`config.mk`:
```
export PLATFORM = sky130hd
export DESIGN_NAME = reg_renamer
export DESIGN_NICKNAME = d
export VERILOG_FILES = /design/src/rtl/rn_pkg.sv /design/src/rtl/rn_free_pool.sv /design/src/rtl/rn_map.sv /design/src/rtl/rn_bypass.sv /design/src/rtl/reg_renamer.sv
export SDC_FILE = /design/constraint.sdc
export NUM_CORES = 1
export LEC_CHECK = 0
export CAP_MARGIN = 20
export CORE_UTILIZATION = 25
export DETAILED_ROUTE_END_ITERATION = 12
export GPL_ROUTABILITY_DRIVEN = 0
export GPL_TIMING_DRIVEN = 0
export SLEW_MARGIN = 10
export SYNTH_ARGS = -nofsm -noshare
export SYNTH_HDL_FRONTEND = slang
export SYNTH_SLANG_ARGS = --single-unit
```
`constraint.sdc`:
```
create_clock -name clk -period 6 [get_ports clk]
set_input_delay 1.5 -clock clk [delete_from_list [all_inputs] [get_ports clk]]
set_output_delay 1.5 -clock clk [all_outputs]
set_load 0.02 [all_outputs]
```
`src/rtl/rn_pkg.sv`:
```
package rn_pkg;
  function automatic int unsigned idx_bits(input int unsigned n);
    return (n < 2) ? 1 : $clog2(n);
  endfunction
endpackage

```
`src/rtl/rn_free_pool.sv`:
```
module rn_free_pool #(
  parameter int NUM_LOG  = 6,
  parameter int NUM_PHYS = 10,
  parameter int W        = 2,
  localparam int PW      = rn_pkg::idx_bits(NUM_PHYS),
  localparam int CW      = $clog2(NUM_PHYS + 1)
) (
  input  logic                   clk,
  input  logic                   rst,
  input  logic [W-1:0]           take,
  output logic [W-1:0][PW-1:0]   pick,
  output logic [CW-1:0]          free_cnt,
  output logic [NUM_PHYS-1:0]    free_mask,
  input  logic                   rel_en,
  input  logic [PW-1:0]          rel_tag,
  input  logic                   load_en,
  input  logic [NUM_PHYS-1:0]    load_mask
);
  logic [NUM_PHYS-1:0] free_q;
  logic [NUM_PHYS-1:0] avail;
  logic                found;

  always_comb begin
    avail = free_q;
    for (int i = 0; i < W; i++) begin
      pick[i] = '0;
      found   = 1'b0;
      for (int p = 0; p < NUM_PHYS; p++) begin
        if (!found && avail[p]) begin
          pick[i] = PW'(p);
          found   = 1'b1;
        end
      end
      if (take[i] && found) avail[pick[i]] = 1'b0;
    end
  end

  always_comb begin
    free_cnt = '0;
    for (int p = 0; p < NUM_PHYS; p++) free_cnt = free_cnt + CW'(free_q[p]);
  end

  always_ff @(posedge clk) begin
    if (rst) begin
      for (int p = 0; p < NUM_PHYS; p++) free_q[p] <= (p >= NUM_LOG);
    end else if (load_en) begin
      free_q <= load_mask;
    end else begin
      free_q <= avail;
      if (rel_en) free_q[rel_tag] <= 1'b1;
    end
  end

  assign free_mask = free_q;
endmodule

```
`src/rtl/rn_map.sv`:
```
module rn_map #(
  parameter int NUM_LOG  = 6,
  parameter int NUM_PHYS = 10,
  parameter int NRD      = 1,
  parameter int NWR      = 1,
  localparam int LW      = rn_pkg::idx_bits(NUM_LOG),
  localparam int PW      = rn_pkg::idx_bits(NUM_PHYS)
) (
  input  logic                        clk,
  input  logic                        rst,
  input  logic [NRD-1:0][LW-1:0]      rd_idx,
  output logic [NRD-1:0][PW-1:0]      rd_tag,
  input  logic [NWR-1:0]              wr_en,
  input  logic [NWR-1:0][LW-1:0]      wr_idx,
  input  logic [NWR-1:0][PW-1:0]      wr_tag,
  input  logic                        load_en,
  input  logic [NUM_LOG-1:0][PW-1:0]  load_tbl,
  output logic [NUM_LOG-1:0][PW-1:0]  tbl_nxt
);
  logic [NUM_LOG-1:0][PW-1:0] tbl_q;

  generate
    for (genvar r = 0; r < NRD; r++) begin : g_rd
      assign rd_tag[r] = tbl_q[rd_idx[r]];
    end
  endgenerate

  always_comb begin
    tbl_nxt = tbl_q;
    for (int w = 0; w < NWR; w++) begin
      if (wr_en[w]) tbl_nxt[wr_idx[w]] = wr_tag[w];
    end
  end

  always_ff @(posedge clk) begin
    if (rst) begin
      for (int l = 0; l < NUM_LOG; l++) tbl_q[l] <= PW'(l);
    end else if (load_en) begin
      tbl_q <= load_tbl;
    end else begin
      tbl_q <= tbl_nxt;
    end
  end
endmodule

```
`src/rtl/rn_bypass.sv`:
```
module rn_bypass #(
  parameter int W  = 2,
  parameter int LW = 3,
  parameter int PW = 4
) (
  input  logic [W-1:0]          has_dst,
  input  logic [W-1:0][LW-1:0]  src_a,
  input  logic [W-1:0][LW-1:0]  src_b,
  input  logic [W-1:0][LW-1:0]  dst,
  input  logic [W-1:0][PW-1:0]  tbl_a,
  input  logic [W-1:0][PW-1:0]  tbl_b,
  input  logic [W-1:0][PW-1:0]  tbl_old,
  input  logic [W-1:0][PW-1:0]  new_tag,
  output logic [W-1:0][PW-1:0]  phys_a,
  output logic [W-1:0][PW-1:0]  phys_b,
  output logic [W-1:0][PW-1:0]  phys_old
);
  always_comb begin
    for (int i = 0; i < W; i++) begin
      phys_a[i]   = tbl_a[i];
      phys_b[i]   = tbl_b[i];
      phys_old[i] = tbl_old[i];
      for (int j = 0; j < i; j++) begin
        if (has_dst[j] && dst[j] == src_a[i]) phys_a[i]   = new_tag[j];
        if (has_dst[j] && dst[j] == src_b[i]) phys_b[i]   = new_tag[j];
        if (has_dst[j] && dst[j] == dst[i])   phys_old[i] = new_tag[j];
      end
    end
  end
endmodule

```
`src/rtl/reg_renamer.sv`:
```
module reg_renamer #(
  parameter int NUM_LOG  = 6,
  parameter int NUM_PHYS = 10,
  parameter int W        = 2,
  localparam int LW      = rn_pkg::idx_bits(NUM_LOG),
  localparam int PW      = rn_pkg::idx_bits(NUM_PHYS),
  localparam int CW      = $clog2(NUM_PHYS + 1)
) (
  input  logic            clk,
  input  logic            rst,
  input  logic            ren_valid,
  input  logic [W-1:0]    ren_has_dst,
  input  logic [W*LW-1:0] ren_src_a,
  input  logic [W*LW-1:0] ren_src_b,
  input  logic [W*LW-1:0] ren_dst,
  output logic            ren_ready,
  output logic            out_valid,
  output logic [W*PW-1:0] out_psrc_a,
  output logic [W*PW-1:0] out_psrc_b,
  output logic [W*PW-1:0] out_pdst,
  output logic [W*PW-1:0] out_pold,
  input  logic            cmt_valid,
  input  logic [LW-1:0]   cmt_ldst,
  input  logic [PW-1:0]   cmt_pnew,
  input  logic [PW-1:0]   cmt_pold,
  input  logic            flush
);
  logic [W-1:0][LW-1:0]       src_a, src_b, dst;
  logic [3*W-1:0][LW-1:0]     rd_idx;
  logic [3*W-1:0][PW-1:0]     rd_tag;
  logic [W-1:0][PW-1:0]       tbl_a, tbl_b, tbl_old;
  logic [W-1:0][PW-1:0]       new_tag, phys_a, phys_b, phys_old;
  logic [NUM_LOG-1:0][PW-1:0] spec_nxt, arch_nxt;
  logic [NUM_PHYS-1:0]        pool_free, rebuilt;
  logic [CW-1:0]              free_cnt, need;
  logic [W-1:0]               take;
  logic                       accept;

  generate
    for (genvar i = 0; i < W; i++) begin : g_lane
      assign src_a[i]       = ren_src_a[i*LW +: LW];
      assign src_b[i]       = ren_src_b[i*LW +: LW];
      assign dst[i]         = ren_dst[i*LW +: LW];
      assign rd_idx[i]      = src_a[i];
      assign rd_idx[W+i]    = src_b[i];
      assign rd_idx[2*W+i]  = dst[i];
      assign tbl_a[i]       = rd_tag[i];
      assign tbl_b[i]       = rd_tag[W+i];
      assign tbl_old[i]     = rd_tag[2*W+i];
      assign take[i]        = accept && ren_has_dst[i];
    end
  endgenerate

  always_comb begin
    need = '0;
    for (int i = 0; i < W; i++) need = need + CW'(ren_has_dst[i]);
  end

  assign ren_ready = !flush && (free_cnt >= need);
  assign accept    = ren_valid && ren_ready;

  always_comb begin
    rebuilt = '1;
    for (int l = 0; l < NUM_LOG; l++) rebuilt[arch_nxt[l]] = 1'b0;
  end

  rn_free_pool #(.NUM_LOG(NUM_LOG), .NUM_PHYS(NUM_PHYS), .W(W)) u_pool (
    .clk(clk), .rst(rst), .take(take), .pick(new_tag), .free_cnt(free_cnt),
    .free_mask(pool_free), .rel_en(cmt_valid), .rel_tag(cmt_pold),
    .load_en(flush), .load_mask(rebuilt)
  );

  rn_map #(.NUM_LOG(NUM_LOG), .NUM_PHYS(NUM_PHYS), .NRD(3*W), .NWR(W)) u_spec (
    .clk(clk), .rst(rst), .rd_idx(rd_idx), .rd_tag(rd_tag),
    .wr_en(take), .wr_idx(dst), .wr_tag(new_tag),
    .load_en(flush), .load_tbl(arch_nxt), .tbl_nxt(spec_nxt)
  );

  rn_map #(.NUM_LOG(NUM_LOG), .NUM_PHYS(NUM_PHYS), .NRD(1), .NWR(1)) u_arch (
    .clk(clk), .rst(rst), .rd_idx(cmt_ldst), .rd_tag(),
    .wr_en(cmt_valid), .wr_idx(cmt_ldst), .wr_tag(cmt_pnew),
    .load_en(1'b0), .load_tbl(spec_nxt), .tbl_nxt(arch_nxt)
  );

  rn_bypass #(.W(W), .LW(LW), .PW(PW)) u_byp (
    .has_dst(ren_has_dst), .src_a(src_a), .src_b(src_b), .dst(dst),
    .tbl_a(tbl_a), .tbl_b(tbl_b), .tbl_old(tbl_old), .new_tag(new_tag),
    .phys_a(phys_a), .phys_b(phys_b), .phys_old(phys_old)
  );

  always_ff @(posedge clk) begin
    if (rst) begin
      out_valid <= 1'b0;
    end else begin
      out_valid <= accept;
    end
    if (accept) begin
      out_psrc_a <= phys_a;
      out_psrc_b <= phys_b;
      out_pdst   <= new_tag;
      out_pold   <= phys_old;
    end
  end
endmodule

```
==> results_tabular.tex <==
\begin{tabular}{lr}
\hline
Metric & Value \\
\hline
\multicolumn{2}{l}{\textbf{Logic synthesis}} \\
Syn\_nets & 789 \\
Largest area contributor in the synthesized netlist & sky130\_fd\_sc\_hd\_\_dfxtp\_1 \\
Dominant register cell in the synthesized netlist & sky130\_fd\_sc\_hd\_\_dfxtp\_1 \\
Mean post-synth cell area & 9.22 sq um \\
Cell count after synthesis & 737 \\
Top area cells in the synthesized netlist & sky130\_fd\_sc\_hd\_\_dfxtp\_1, sky130\_fd\_sc\_hd\_\_edfxtp\_1, sky130\_fd\_sc\_hd\_\_mux2i\_1 \\
Register bit total from synthesis & 91 \\
Portion of synthesized cell area occupied by the leading cell type & 17.4\% \\
Number of synthesis warnings & 0 \\
Async SR Flop Fraction & 0\% \\
Number of distinct standard cells referenced by the synthesized netlist & 91 \\
Synthesized cell area & 0.00679 sq mm \\
Portion of the post-synthesis area used by sequential elements & 31.5\% \\
Number of enable-type register cells in the synthesized netlist & 32 \\
\multicolumn{2}{l}{\textbf{Placement}} \\
Instance area at placement & 0.00778 sq mm \\
Final HPWL from detailed placement & 16.8 mm \\
Number of I/O port buffers & 56 \\
\multicolumn{2}{l}{\textbf{GRT}} \\
First-pass GRT wire length & 35.6 mm \\
Global route total overflow & 0 \\
Vias in the first global route & 6,093 \\
Pin count of the biggest net entering global routing & 34 \\
Number of antenna violations at the first check in global routing & 0 \\
Overall fraction of global-route tracks in use & 16.5\% \\
\multicolumn{2}{l}{\textbf{Finish}} \\
Fill count & 2,727 \\
Fraction of layout instances using a drive strength above 1 & 11.2\% \\
Post-route cell area & 0.00811 sq mm \\
Total Nets Final & 859 \\
Layout-stage area growth over the synthesis result & 19.4\% \\
Total inserted antenna cells & 0 \\
\multicolumn{2}{l}{\textbf{Worst setup path}} \\
Data required time of the worst path & 4.50 ns \\
Start-to-end type of the worst setup path & flop to primary output \\
Worst path cell trace & inv\_2, ha\_1, inv\_1, fa\_1, fa\_1, fa\_1, fa\_1, inv\_1, fa\_1, ha\_4, a2111oi\_4, a21oi\_2, buf\_4 \\
CP Data Arrival Time & 4.34 ns \\
Setup slack of the most critical reg-to-reg path & 0.28 ns \\
Crit start category & flop \\
Critical Path Fanout Max & 5 \\
Maximum single-stage delay on the critical path & 0.51 ns \\
Critical Path Slowest Stage Cell & sky130\_fd\_sc\_hd\_\_fa\_1 \\
Capturing element type of the critical path & primary output \\
CP most frequent cell & sky130\_fd\_sc\_hd\_\_fa\_1 \\
\multicolumn{2}{l}{\textbf{Floorplanning}} \\
I/O pin total & 70 \\
Number of placement rows & 59 \\
Placeable Area & 0.0264 sq mm \\
Initial standard-cell utilization of the core & 25.8\% \\
Die height & 167 um \\
Die boundary width & 167 um \\
Die Footprint & 0.0278 sq mm \\
\multicolumn{2}{l}{\textbf{Route}} \\
Drt initial violations & 762 \\
Number of vias per cell after detailed routing & 5.57 \\
Drt drc & 0 \\
Vias after detailed routing & 6,389 \\
Routed len/inst & 19.9 um \\
Final wirelength & 22.8 mm \\
Count of TritonRoute iterations in the first routing pass & 7 \\
Number of nets with antenna violations after routing & 0 \\
\multicolumn{2}{l}{\textbf{STA}} \\
Final clock period utilization by the worst path & 97.3\% \\
Final clock skew & 0.0110 ns \\
Final slew viol count & 0 \\
Max-Slew Margin vs Limit & 28.9\% \\
Worst-case hold slack & 0.521 ns \\
Count of final setup violators & 0 \\
Final Hold Violating Endpoints & 0 \\
Maximum achievable frequency & 171 MHz \\
Clock period minus final worst setup slack & 5.84 ns \\
Setup repair after global routing missed its margin & false \\
Worst Tran Pin Value & 1.06 ns \\
\multicolumn{2}{l}{\textbf{Clock network}} \\
TritonCTS clock tree & built \\
Number of buffers on the longest clock path & 2 \\
Post-CTS clock slew at the launch and capture registers of the worst setup and hold paths & 0.07 ns \\
Number of sinks handled by clock tree synthesis & 91 \\
Number of buffers inserted during clock tree synthesis & 9 \\
Cell at the root of the clock tree & sky130\_fd\_sc\_hd\_\_clkbuf\_16 \\
Clock latency on the worst-skew pair & 0.36 ns \\
Hold-fix buffers, CTS & 0 \\
H-tree levels & 3 \\
\multicolumn{2}{l}{\textbf{Power and ir drop}} \\
Power density over cell area & 232 mW/mm\^{}2 \\
Worst VDD drop & 111 uV \\
Leakage Power & 0.00295 uW \\
Final Total Pwr & 1880 uW \\
\multicolumn{2}{l}{\textbf{Outcome}} \\
Outcome & finished clean \\
\multicolumn{2}{l}{\textbf{Run}} \\
Number of max-cap violations & 0 \\
\multicolumn{2}{l}{\textbf{Min path}} \\
Worst min path class & flop to flop \\
\hline
\end{tabular}
cell type report:
type / count / area, sq um / share of cell area, %
multi-input cells: 568 / 4380 / 54.0
flip-flops and latches: 91 / 2150 / 26.5
repair buffers: 59 / 593 / 7.31
well taps: 335 / 419 / 5.17
clock buffers: 11 / 233 / 2.87
plain buffers: 39 / 163 / 2.01
inverters: 39 / 148 / 1.82
clock inverters: 5 / 30.0 / 0.370
final timing paths:
| path | startpoint | end | depth (start not counted) |
|---|---|---|---|
| min reg2reg | u_arch.tbl_q[10]$_SDFF_PP0_ | u_arch.tbl_q[10]$_SDFF_PP0_ | 2 |
| max reg2reg | u_pool.free_mask[0]$_SDFF_PP0_ | out_pdst[4]$_DFFE_PN_ | 18 |
| max | u_pool.free_mask[0]$_SDFF_PP0_ | ren_ready | 13 |
| min | u_arch.tbl_q[10]$_SDFF_PP0_ | u_arch.tbl_q[10]$_SDFF_PP0_ | 2 |
power by group:
part           switching, uW  internal [uW]  total (uW)
registers               31.5            689         720
clock network            250            279         529
logic                    379            250         629
layer usage:
| metal | track usage (%) | up-vias | part of all wire [%] |
|---|---|---|---|
| li1 | - | 2942 | - |
| met1 | 22.9 | 3021 | 44 |
| met2 | 25.0 | 376 | 43 |
| met3 | 4.28 | 50 | 10 |
| met4 | 4.43 | 0 | 2.1 |
| met5 | 0 | - | 0 |
per-stage QoR:
step           TNS [ns]  util, %  worst slack [ns]  instances
2_1_floorplan         0        -             0.440        737
3_3_place_gp     -0.242     29.5            -0.242       1128
3_5_place_dp     -0.286     29.5            -0.286       1129
4_1_cts               0     30.7            0.0400       1146
5_1_grt               0     30.8           0.00342       1147
6_report              0     30.8             0.159       1147
synth_stat cells (all sizes together), types with 3 or more instances:
cell and n:
nand2b 20, mux2 14, nand3 21, nor2b 14
a32o 8, and2 5, a21oi 41, a41oi 3
clkbuf 31, a311oi 6, nor4b 3, or2 4
nor2 89, a211oi 12, or4 3, a31oi 13
and3 6, o21ai 21, nor4bb 3, o22ai 20
o221ai 6, nand4 7, mux2i 65, nand2 51
fa 6, o32ai 7, o311ai 5, o31ai 8
mux4 20, o211ai 6, buf 8, xnor2 10
ha 10, nor4 6, a2111oi 5, edfxtp 32
nor3 14, inv 38, dfxtp 59, nand4b 3
a22o 3
placed cells by master, fill, tap and decap left out, drive strengths merged, types with 32 or more instances in the layout:
master	synthesis	final
edfxtp	32	32
nor2	89	89
a21oi	41	41
mux2i	65	65
inv	38	38
dfxtp	59	59
nand2	51	51
clkbuf	31	42
clkdlybuf4s50	0	55
flip-flops by register name (all words and copies together), names as in the netlist:
signal,cells
u_spec.tbl_q,24
u_pool.free_mask,10
out_pold,8
u_arch.tbl_q,24
out_pdst,8
out_psrc_b,8
out_valid,1
out_psrc_a,8
kinds of logic (layout without fill, tap and decap cells):
logic type | after synthesis | after routing | synth area share, %
multiplexers | 99 | 99 | 18.5
adder cells (fa/ha/maj) | 17 | 17 | 3.76
AO/OA/AOI/OAI | 186 | 186 | 20.8
buffers and inverters | 78 | 153 | 4.57
AND/OR/NAND/NOR | 256 | 256 | 19.5
XOR/XNOR | 10 | 10 | 1.29
flip-flops | 91 | 91 | 31.5
critical path: cells and delay by family, from the launching register on:
family	cells	cell delay [ns]
compound gates	2	0.45
buf+inv	4	0.41
flops	1	0.35
fa+ha+maj	7	2.78
repair_timing:
| action | 4_1_cts | 5_1_grt |
|---|---|---|
| pin swaps | 1 | 2 |
| endpoints found under the setup margin | 1 | 22 |
| gates cloned | 0 | 0 |
| buffers inserted | 1 | 1 |
| gates resized for setup | 10 | 3 |
Power figures use the tool's default switching activity.
